===== src/rtl/wcx_pkg.sv =====
package wcx_pkg;
  localparam int NUM_WIPERS = 4;
  localparam int NUM_SLOTS  = 4;
  localparam int CODE_W     = 8;

  localparam logic [3:0] OP_GRECALL = 4'b0001;
  localparam logic [3:0] OP_GSTORE  = 4'b1000;
  localparam logic [3:0] OP_RDWCR   = 4'b1001;
  localparam logic [3:0] OP_WRWCR   = 4'b1010;
  localparam logic [3:0] OP_RDDR    = 4'b1011;
  localparam logic [3:0] OP_WRDR    = 4'b1100;
  localparam logic [3:0] OP_RECALL  = 4'b1101;
  localparam logic [3:0] OP_STORE   = 4'b1110;

  typedef enum logic [1:0] {
    ST_NONE = 2'd0,
    ST_DATA = 2'd1,
    ST_ONE  = 2'd2,
    ST_ALL  = 2'd3
  } storeKind_e;

  typedef struct packed {
    logic              loadRead;
    logic              readFromDr;
    logic              writeWcr;
    logic              recallOne;
    logic              recallAll;
    logic              storeData;
    logic              storeOne;
    logic              storeAll;
    logic [1:0]        wiper;
    logic [1:0]        slot;
    logic [CODE_W-1:0] value;
  } ctrlStrobe_t;
endpackage


===== src/rtl/wcx_ctrl.sv =====
module wcx_ctrl
  import wcx_pkg::*;
#(
  parameter int STORE_CYCLES = 500000
) (
  input  logic              clk,
  input  logic              rstN,
  input  logic              instrValid,
  input  logic [7:0]        instrByte,
  input  logic              dataValid,
  input  logic [CODE_W-1:0] dataByte,
  input  logic              stopStrobe,
  input  logic              writeProtectN,
  output ctrlStrobe_t       strobe,
  output logic              busy
);
  localparam int CNT_W = $clog2(STORE_CYCLES + 1);

  logic [CNT_W-1:0]  busyCnt;
  logic              wantData;
  logic [3:0]        pendOp;
  logic [1:0]        pendWiper;
  logic [1:0]        pendSlot;
  logic [CODE_W-1:0] pendValue;
  storeKind_e        armed;

  logic [3:0] opField;
  logic [1:0] slotField;
  logic [1:0] wiperField;
  logic       acceptStop;
  logic       acceptInstr;
  logic       acceptData;
  logic       commit;

  assign opField     = instrByte[7:4];
  assign slotField   = instrByte[3:2];
  assign wiperField  = instrByte[1:0];
  assign busy        = (busyCnt != '0);
  assign acceptStop  = stopStrobe && !busy;
  assign acceptInstr = instrValid && !busy && !stopStrobe;
  assign acceptData  = dataValid && !busy && !stopStrobe && !instrValid && wantData;
  assign commit      = acceptStop && (armed != ST_NONE) && writeProtectN;

  always_comb begin
    strobe = '0;
    if (acceptInstr) begin
      strobe.wiper = wiperField;
      strobe.slot  = slotField;
      case (opField)
        OP_RDWCR:   strobe.loadRead = 1'b1;
        OP_RDDR: begin
          strobe.loadRead   = 1'b1;
          strobe.readFromDr = 1'b1;
        end
        OP_RECALL:  strobe.recallOne = 1'b1;
        OP_GRECALL: strobe.recallAll = (wiperField == 2'b00);
        default: ;
      endcase
    end else if (acceptData) begin
      strobe.wiper    = pendWiper;
      strobe.slot     = pendSlot;
      strobe.value    = dataByte;
      strobe.writeWcr = (pendOp == OP_WRWCR);
    end else if (commit) begin
      strobe.wiper     = pendWiper;
      strobe.slot      = pendSlot;
      strobe.value     = pendValue;
      strobe.storeData = (armed == ST_DATA);
      strobe.storeOne  = (armed == ST_ONE);
      strobe.storeAll  = (armed == ST_ALL);
    end
  end

  always_ff @(posedge clk) begin
    if (!rstN) begin
      busyCnt   <= '0;
      wantData  <= 1'b0;
      pendOp    <= '0;
      pendWiper <= '0;
      pendSlot  <= '0;
      pendValue <= '0;
      armed     <= ST_NONE;
    end else begin
      if (busy) begin
        busyCnt <= busyCnt - 1'b1;
      end else if (commit) begin
        busyCnt <= CNT_W'(STORE_CYCLES);
      end
      if (acceptStop) begin
        wantData <= 1'b0;
        armed    <= ST_NONE;
      end else if (acceptInstr) begin
        wantData  <= (opField == OP_WRWCR) || (opField == OP_WRDR);
        pendOp    <= opField;
        pendWiper <= wiperField;
        pendSlot  <= slotField;
        if (opField == OP_STORE) begin
          armed <= ST_ONE;
        end else if (opField == OP_GSTORE && wiperField == 2'b00) begin
          armed <= ST_ALL;
        end else begin
          armed <= ST_NONE;
        end
      end else if (acceptData) begin
        wantData <= 1'b0;
        if (pendOp == OP_WRDR) begin
          pendValue <= dataByte;
          armed     <= ST_DATA;
        end
      end
    end
  end

  // busy only ever starts right after a stop strobe
  assert_busy_from_stop_R8: assert property (@(posedge clk) disable iff (!rstN)
    $rose(busy) |-> $past(stopStrobe));

  // a stop taken with write protect low never starts busy
  assert_wp_block_R9: assert property (@(posedge clk) disable iff (!rstN)
    (stopStrobe && !busy && !writeProtectN) |=> !busy);
endmodule


===== src/rtl/wcx_regs.sv =====
module wcx_regs
  import wcx_pkg::*;
#(
  parameter logic [CODE_W-1:0] FACTORY_BASE = 8'h80
) (
  input  logic                         clk,
  input  logic                         rstN,
  input  ctrlStrobe_t                  strobe,
  output logic [CODE_W-1:0]            readByte,
  output logic [NUM_WIPERS*CODE_W-1:0] wiperCodes
);
  localparam int FLAT_DR = NUM_WIPERS * NUM_SLOTS * CODE_W;

  logic [NUM_WIPERS*CODE_W-1:0] wcrFlat;
  logic [FLAT_DR-1:0]           drFlat;

  function automatic logic [CODE_W-1:0] factoryCode(input int w, input int s);
    return FACTORY_BASE + CODE_W'(w * 16 + s);
  endfunction

  for (genvar w = 0; w < NUM_WIPERS; w++) begin : gWiper
    logic [CODE_W-1:0] wcrReg;
    logic [CODE_W-1:0] drBank [NUM_SLOTS];
    logic              selMe;

    assign selMe = (strobe.wiper == 2'(w));

    always_ff @(posedge clk) begin
      if (!rstN) begin
        wcrReg <= factoryCode(w, 0);
      end else if (strobe.writeWcr && selMe) begin
        wcrReg <= strobe.value;
      end else if ((strobe.recallOne && selMe) || strobe.recallAll) begin
        wcrReg <= drBank[strobe.slot];
      end
    end

    always_ff @(posedge clk) begin
      if (!rstN) begin
        for (int s = 0; s < NUM_SLOTS; s++) drBank[s] <= factoryCode(w, s);
      end else if (strobe.storeData && selMe) begin
        drBank[strobe.slot] <= strobe.value;
      end else if ((strobe.storeOne && selMe) || strobe.storeAll) begin
        drBank[strobe.slot] <= wcrReg;
      end
    end

    assign wcrFlat[w*CODE_W +: CODE_W] = wcrReg;
    for (genvar s = 0; s < NUM_SLOTS; s++) begin : gSlot
      assign drFlat[(w*NUM_SLOTS+s)*CODE_W +: CODE_W] = drBank[s];
    end
  end

  always_ff @(posedge clk) begin
    if (!rstN) begin
      readByte <= '0;
    end else if (strobe.loadRead) begin
      if (strobe.readFromDr) begin
        readByte <= drFlat[(int'(strobe.wiper)*NUM_SLOTS + int'(strobe.slot))*CODE_W +: CODE_W];
      end else begin
        readByte <= wcrFlat[int'(strobe.wiper)*CODE_W +: CODE_W];
      end
    end
  end

  assign wiperCodes = wcrFlat;

  // slots only change on a store strobe from the control
  assert_dr_hold_R5: assert property (@(posedge clk) disable iff (!rstN)
    !(strobe.storeData || strobe.storeOne || strobe.storeAll) |=> $stable(drFlat));

  // wiper codes only change on a write or recall strobe
  assert_wcr_hold_R3: assert property (@(posedge clk) disable iff (!rstN)
    !(strobe.writeWcr || strobe.recallOne || strobe.recallAll) |=> $stable(wcrFlat));

  // the read byte only changes on a read strobe
  assert_read_hold_R4: assert property (@(posedge clk) disable iff (!rstN)
    !strobe.loadRead |=> $stable(readByte));
endmodule


===== src/rtl/wiper_cmd_exec.sv =====
module wiper_cmd_exec
  import wcx_pkg::*;
#(
  parameter int                STORE_CYCLES = 500000,
  parameter logic [CODE_W-1:0] FACTORY_BASE = 8'h80
) (
  input  logic                         clk,
  input  logic                         rstN,
  input  logic                         instrValid,
  input  logic [7:0]                   instrByte,
  input  logic                         dataValid,
  input  logic [CODE_W-1:0]            dataByte,
  input  logic                         stopStrobe,
  input  logic                         writeProtectN,
  output logic [CODE_W-1:0]            readByte,
  output logic                         busy,
  output logic [NUM_WIPERS*CODE_W-1:0] wiperCodes
);
  ctrlStrobe_t strobe;

  wcx_ctrl #(.STORE_CYCLES(STORE_CYCLES)) uCtrl (
    .clk(clk), .rstN(rstN),
    .instrValid(instrValid), .instrByte(instrByte),
    .dataValid(dataValid), .dataByte(dataByte),
    .stopStrobe(stopStrobe), .writeProtectN(writeProtectN),
    .strobe(strobe), .busy(busy)
  );

  wcx_regs #(.FACTORY_BASE(FACTORY_BASE)) uRegs (
    .clk(clk), .rstN(rstN), .strobe(strobe),
    .readByte(readByte), .wiperCodes(wiperCodes)
  );
endmodule


===== config.mk =====
export PLATFORM = sky130hd
export DESIGN_NAME = wiper_cmd_exec
export DESIGN_NICKNAME = d
export VERILOG_FILES = /design/src/rtl/wcx_pkg.sv /design/src/rtl/wcx_ctrl.sv /design/src/rtl/wcx_regs.sv /design/src/rtl/wiper_cmd_exec.sv
export SDC_FILE = /design/constraint.sdc
export NUM_CORES = 1
export LEC_CHECK = 0
export ABC_AREA = 1
export CAP_MARGIN = 20
export CORE_UTILIZATION = 40
export DETAILED_ROUTE_END_ITERATION = 12
export PLACE_DENSITY_LB_ADDON = 0.2
export SKIP_LAST_GASP = 1
export SLEW_MARGIN = 20
export SYNTH_ARGS = -nofsm -noshare
export SYNTH_HDL_FRONTEND = slang
export SYNTH_SLANG_ARGS = --single-unit
export TNS_END_PERCENT = 5

===== constraint.sdc =====
create_clock -name clk -period 3.6 [get_ports clk]
set_clock_uncertainty 0.1 [all_clocks]
set_input_delay 0.72 -clock clk [delete_from_list [all_inputs] [get_ports clk]]
set_output_delay 0.72 -clock clk [all_outputs]
set_load 0.01 [all_outputs]

==> metrics.yaml <==
routing:
  dr.first_iter.drc_count: 1038
  routedWlPerCell_microns: 20.16
  avgViaCountPerCell: 5.585
  drt-total-wl_microns: 36940
  drt-pass1-iter-count: 5
  via_count: 10230
  drt.antenna.violating_nets: 0
  detail_route.drc_violations: 0
critical_path:
  critical_path.startpoint_type: "register"
  worst-path-max-fanout: 9
  library_cell_contributing_the_largest_single_delay_on_the_critical_path: "sky130_fd_sc_hd__dfxtp_1"
  critPathCaptureType: "register"
  worst_path_required_time_ns: 3.69
  critical_path_class: "reg2reg"
  cp_cell_sequence: "inv_1, ha_1, inv_1, nor2_1, nand2_1, nor2_4, nand3_4, inv_1, nand3_1, nand3_4, nand3_4, o21ai_2, or2_2, nand2_4, nor3_4, inv_2, nand2_1"
  crit_path_max_incr_delay_ns: 0.35
  crit_arrival_ns: 3.37
synthesis:
  synth_warnings: 0
  synth_largest_type_area_fraction: 0.3479
  synth_area_sq_um: 11050
  dominantRegCellSynth: "sky130_fd_sc_hd__edfxtp_1"
  number_of_synthesized_flops_with_an_enable_pin: 128
  synth_unique_cells: 49
  ys_async_sr_fraction: 0
  leading_cell_types_by_total_area_after_synthesis: "sky130_fd_sc_hd__edfxtp_1 35%, sky130_fd_sc_hd__dfxtp_1 14%, sky130_fd_sc_hd__nand3_1 11%, sky130_fd_sc_hd__nand2_1 9.2%, sky130_fd_sc_hd__nor2_1 5.1%"
  avg_inst_size_synth_sq_um: 8.159
  yosys_register_bits: 206
  synth.net_count: 1378
  post_synth_inst_count: 1354
  synth-seq-area-share: 0.4893
  synth.largest_area_cell: "sky130_fd_sc_hd__edfxtp_1"
  synthMostInstantiatedCell: "sky130_fd_sc_hd__nand2_1"
  synth_top_cells_by_count: "270 x sky130_fd_sc_hd__nand2_1, 245 x sky130_fd_sc_hd__nand3_1, 149 x sky130_fd_sc_hd__nor2_1"
power_and_ir_drop:
  worst_ir_drop_vdd_v: 0.0003475
  pwr_density_cell_nw_per_um2: 454.6
  p_leak_nw: 5.259
  total_power_mw: 6.054
timing:
  post-route-min-period_ns: 3.286
  timing.final.setup_violations: 0
  fin_worst_hold_slack_ns: 0.3567
  maxSlewViolCount: 0
  tightestPinTransition_ns: 0.8287
  timing.slew.headroom: 0.4475
  final-hold-violation-count: 0
  min_period_over_period: 0.9127
  setup_repair_after_global_routing_missed_its_margin: "true"
  highest_clock_frequency_the_design_can_meet_ghz: 0.3043
  final.setup.tns_ns: 0
clocking:
  clock_latency_ns: 0.53
  numCtsBuffers: 24
  clkSlewWorstSetupHoldPaths_ns: 0.06
  cts.sink_count: 206
  max-clock-path-buffers: 3
  post_cts_hold_buffer_count: 0
  cts.htree.levels: 1
  cell_chosen_for_the_clock_root: "sky130_fd_sc_hd__clkbuf_16"
  tritoncts: "yes"
cells_and_area:
  layout.cell_area.non_filler_sq_um: 13320
  number_of_fillers_in_the_final_layout: 2660
  syn_to_final_growth_pct: 20.56
  layout.nets: 1497
  fin_util: 0.4928
  drive_above_1_share: 0.1496
  insertedDiodeCount: 0
placed_design:
  placed_area_sq_um: 12560
  place_hpwl_microns: 27300
  gp_routability_congestion: 0.9842
  io_buffers: 62
job:
  max-cap-violations: 0
global_route:
  first_pass_grt_wire_length_microns: 56690
  antenna_violations_before_repair: 0
  first_global_vias: 9535
  grt_max_degree: 66
  track_usage: 0.2639
  grt_overflow_total: 0
floorplan:
  fp.coreArea_sq_um: 27030
  die_h_microns: 168.2
  dieArea_sq_um: 28290
  die_width_microns: 168.2
  core.rowCount: 60
  initial_utilization: 0.4088
  design.portCount: 63
min_path:
  timing.hold.worst.class: "reg2reg"
status:
  outcome: "completed"
[critical path: cells and delay by family, from the launching register on]
| kind | cells | cell delay, ns |
|---|---|---|
| fa+ha+maj | 1 | 0.17 |
| compound gates | 1 | 0.19 |
| flops | 1 | 0.35 |
| buf+inv | 4 | 0.35 |
| simple gates | 11 | 1.79 |
[flip-flops by register name (all words and copies together), names as in the netlist, 2 cells and up]
register             count
uCtrl.armed              2
uCtrl.busyCnt           19
uCtrl.pendOp             4
uCtrl.pendSlot           2
uCtrl.pendValue          8
uCtrl.pendWiper          2
uRegs.gWiper.drBank    128
uRegs.gWiper.wcrReg     32
uRegs.readByte           8
[cell type report]
| cell class | instances | area [sq um] | share of cell area |
|---|---|---|---|
| timing repair buffer | 146 | 1334 | 0.1002 |
| clock inverter | 8 | 61.31 | 0.004604 |
| multi-input combinational | 971 | 4911 | 0.3688 |
| clock buffer | 36 | 696.9 | 0.05233 |
| sequential | 206 | 5405 | 0.4059 |
| inverter | 124 | 483.0 | 0.03626 |
| tap | 341 | 426.7 | 0.03204 |
[worst paths after layout]
path | from | end | slack, ns | depth (start not counted)
hold / removal | uCtrl.pendValue[6] | uCtrl.pendValue[6] | 0.36 | 2
hold reg to reg | uCtrl.pendValue[6] | uCtrl.pendValue[6] | 0.36 | 2
setup reg to reg | uCtrl.busyCnt[0] | uRegs.gWiper[2].drBank[2][1] | 0.31 | 17
setup / recovery | uCtrl.busyCnt[0] | uRegs.gWiper[2].drBank[2][1] | 0.31 | 17
[metal layers]
metal  global-route usage  vias up  share of wire
met2               0.4257      405           0.45
met4              0.09605        0          0.035
met3              0.03573       74          0.069
met5                    0        -              0
met1               0.3625     4880           0.44
li1                     -     4872              -
[cell families (layout without fill, tap and decap cells)]
family	after synthesis	after routing	synth area share
adders and majority gates	2	2	0.002265
buffers and inverters	177	314	0.06785
AOI/OAI and AO/OA	188	188	0.1009
and+or+nand+nor	770	770	0.3310
xor gates and xnor gates	11	11	0.008721
DFF	206	206	0.4893
[repair_timing]
item	in CTS	in global routing
buffers inserted	0	0
hold endpoints to repair	0	0
resized for setup	0	1
setup endpoints to repair	0	16
[layout by cell type, fill, tap and decap left out, types with 4 or more instances in the layout]
cell type	netlist	layout
sky130_fd_sc_hd__nand3_4	5	5
sky130_fd_sc_hd__a31oi_1	8	8
sky130_fd_sc_hd__dfxtp_1	78	78
sky130_fd_sc_hd__nor3_4	4	4
sky130_fd_sc_hd__xnor2_1	4	4
sky130_fd_sc_hd__nand4_1	19	19
sky130_fd_sc_hd__clkinv_2	0	4
sky130_fd_sc_hd__buf_12	0	7
sky130_fd_sc_hd__edfxtp_1	128	128
sky130_fd_sc_hd__nor3_2	5	5
sky130_fd_sc_hd__inv_2	24	24
sky130_fd_sc_hd__and2_1	7	7
sky130_fd_sc_hd__nor2_2	18	18
sky130_fd_sc_hd__o211ai_1	6	6
sky130_fd_sc_hd__o21bai_1	8	8
sky130_fd_sc_hd__nand3_1	245	245
sky130_fd_sc_hd__buf_4	5	77
sky130_fd_sc_hd__o21ai_2	5	4
sky130_fd_sc_hd__clkdlybuf4s50_1	0	61
sky130_fd_sc_hd__clkbuf_16	0	25
sky130_fd_sc_hd__o21ai_1	6	6
sky130_fd_sc_hd__nor2_1	149	149
sky130_fd_sc_hd__clkbuf_1	17	8
sky130_fd_sc_hd__nor4_1	5	5
sky130_fd_sc_hd__nor3_1	15	15
sky130_fd_sc_hd__o21ai_0	57	57
sky130_fd_sc_hd__inv_1	95	95
sky130_fd_sc_hd__a21oi_1	75	75
sky130_fd_sc_hd__nand2_1	270	266
sky130_fd_sc_hd__a211oi_1	10	10
sky130_fd_sc_hd__nor2_4	5	5
sky130_fd_sc_hd__xor2_1	7	7
sky130_fd_sc_hd__clkinv_1	2	5
sky130_fd_sc_hd__nand2_2	8	12
sky130_fd_sc_hd__a211oi_2	4	4
[where the power goes]
part | total, mW | switching, mW | internal (mW)
Clock | 2.39 | 0.987 | 1.40
Sequential | 2.71 | 0.0858 | 2.62
Combinational | 0.961 | 0.627 | 0.334
Total | 6.05 | 1.70 | 4.35
[through the flow]
step	cells	setup slack (ns)
5_1_grt	1832	-0.007264
3_5_place_dp	1788	0.02776
6_report	1832	0.3142
3_3_place_gp	1788	0.08939
2_1_floorplan	1354	0.6922
4_1_cts	1832	0.3056
Power figures use the tool's default switching activity.
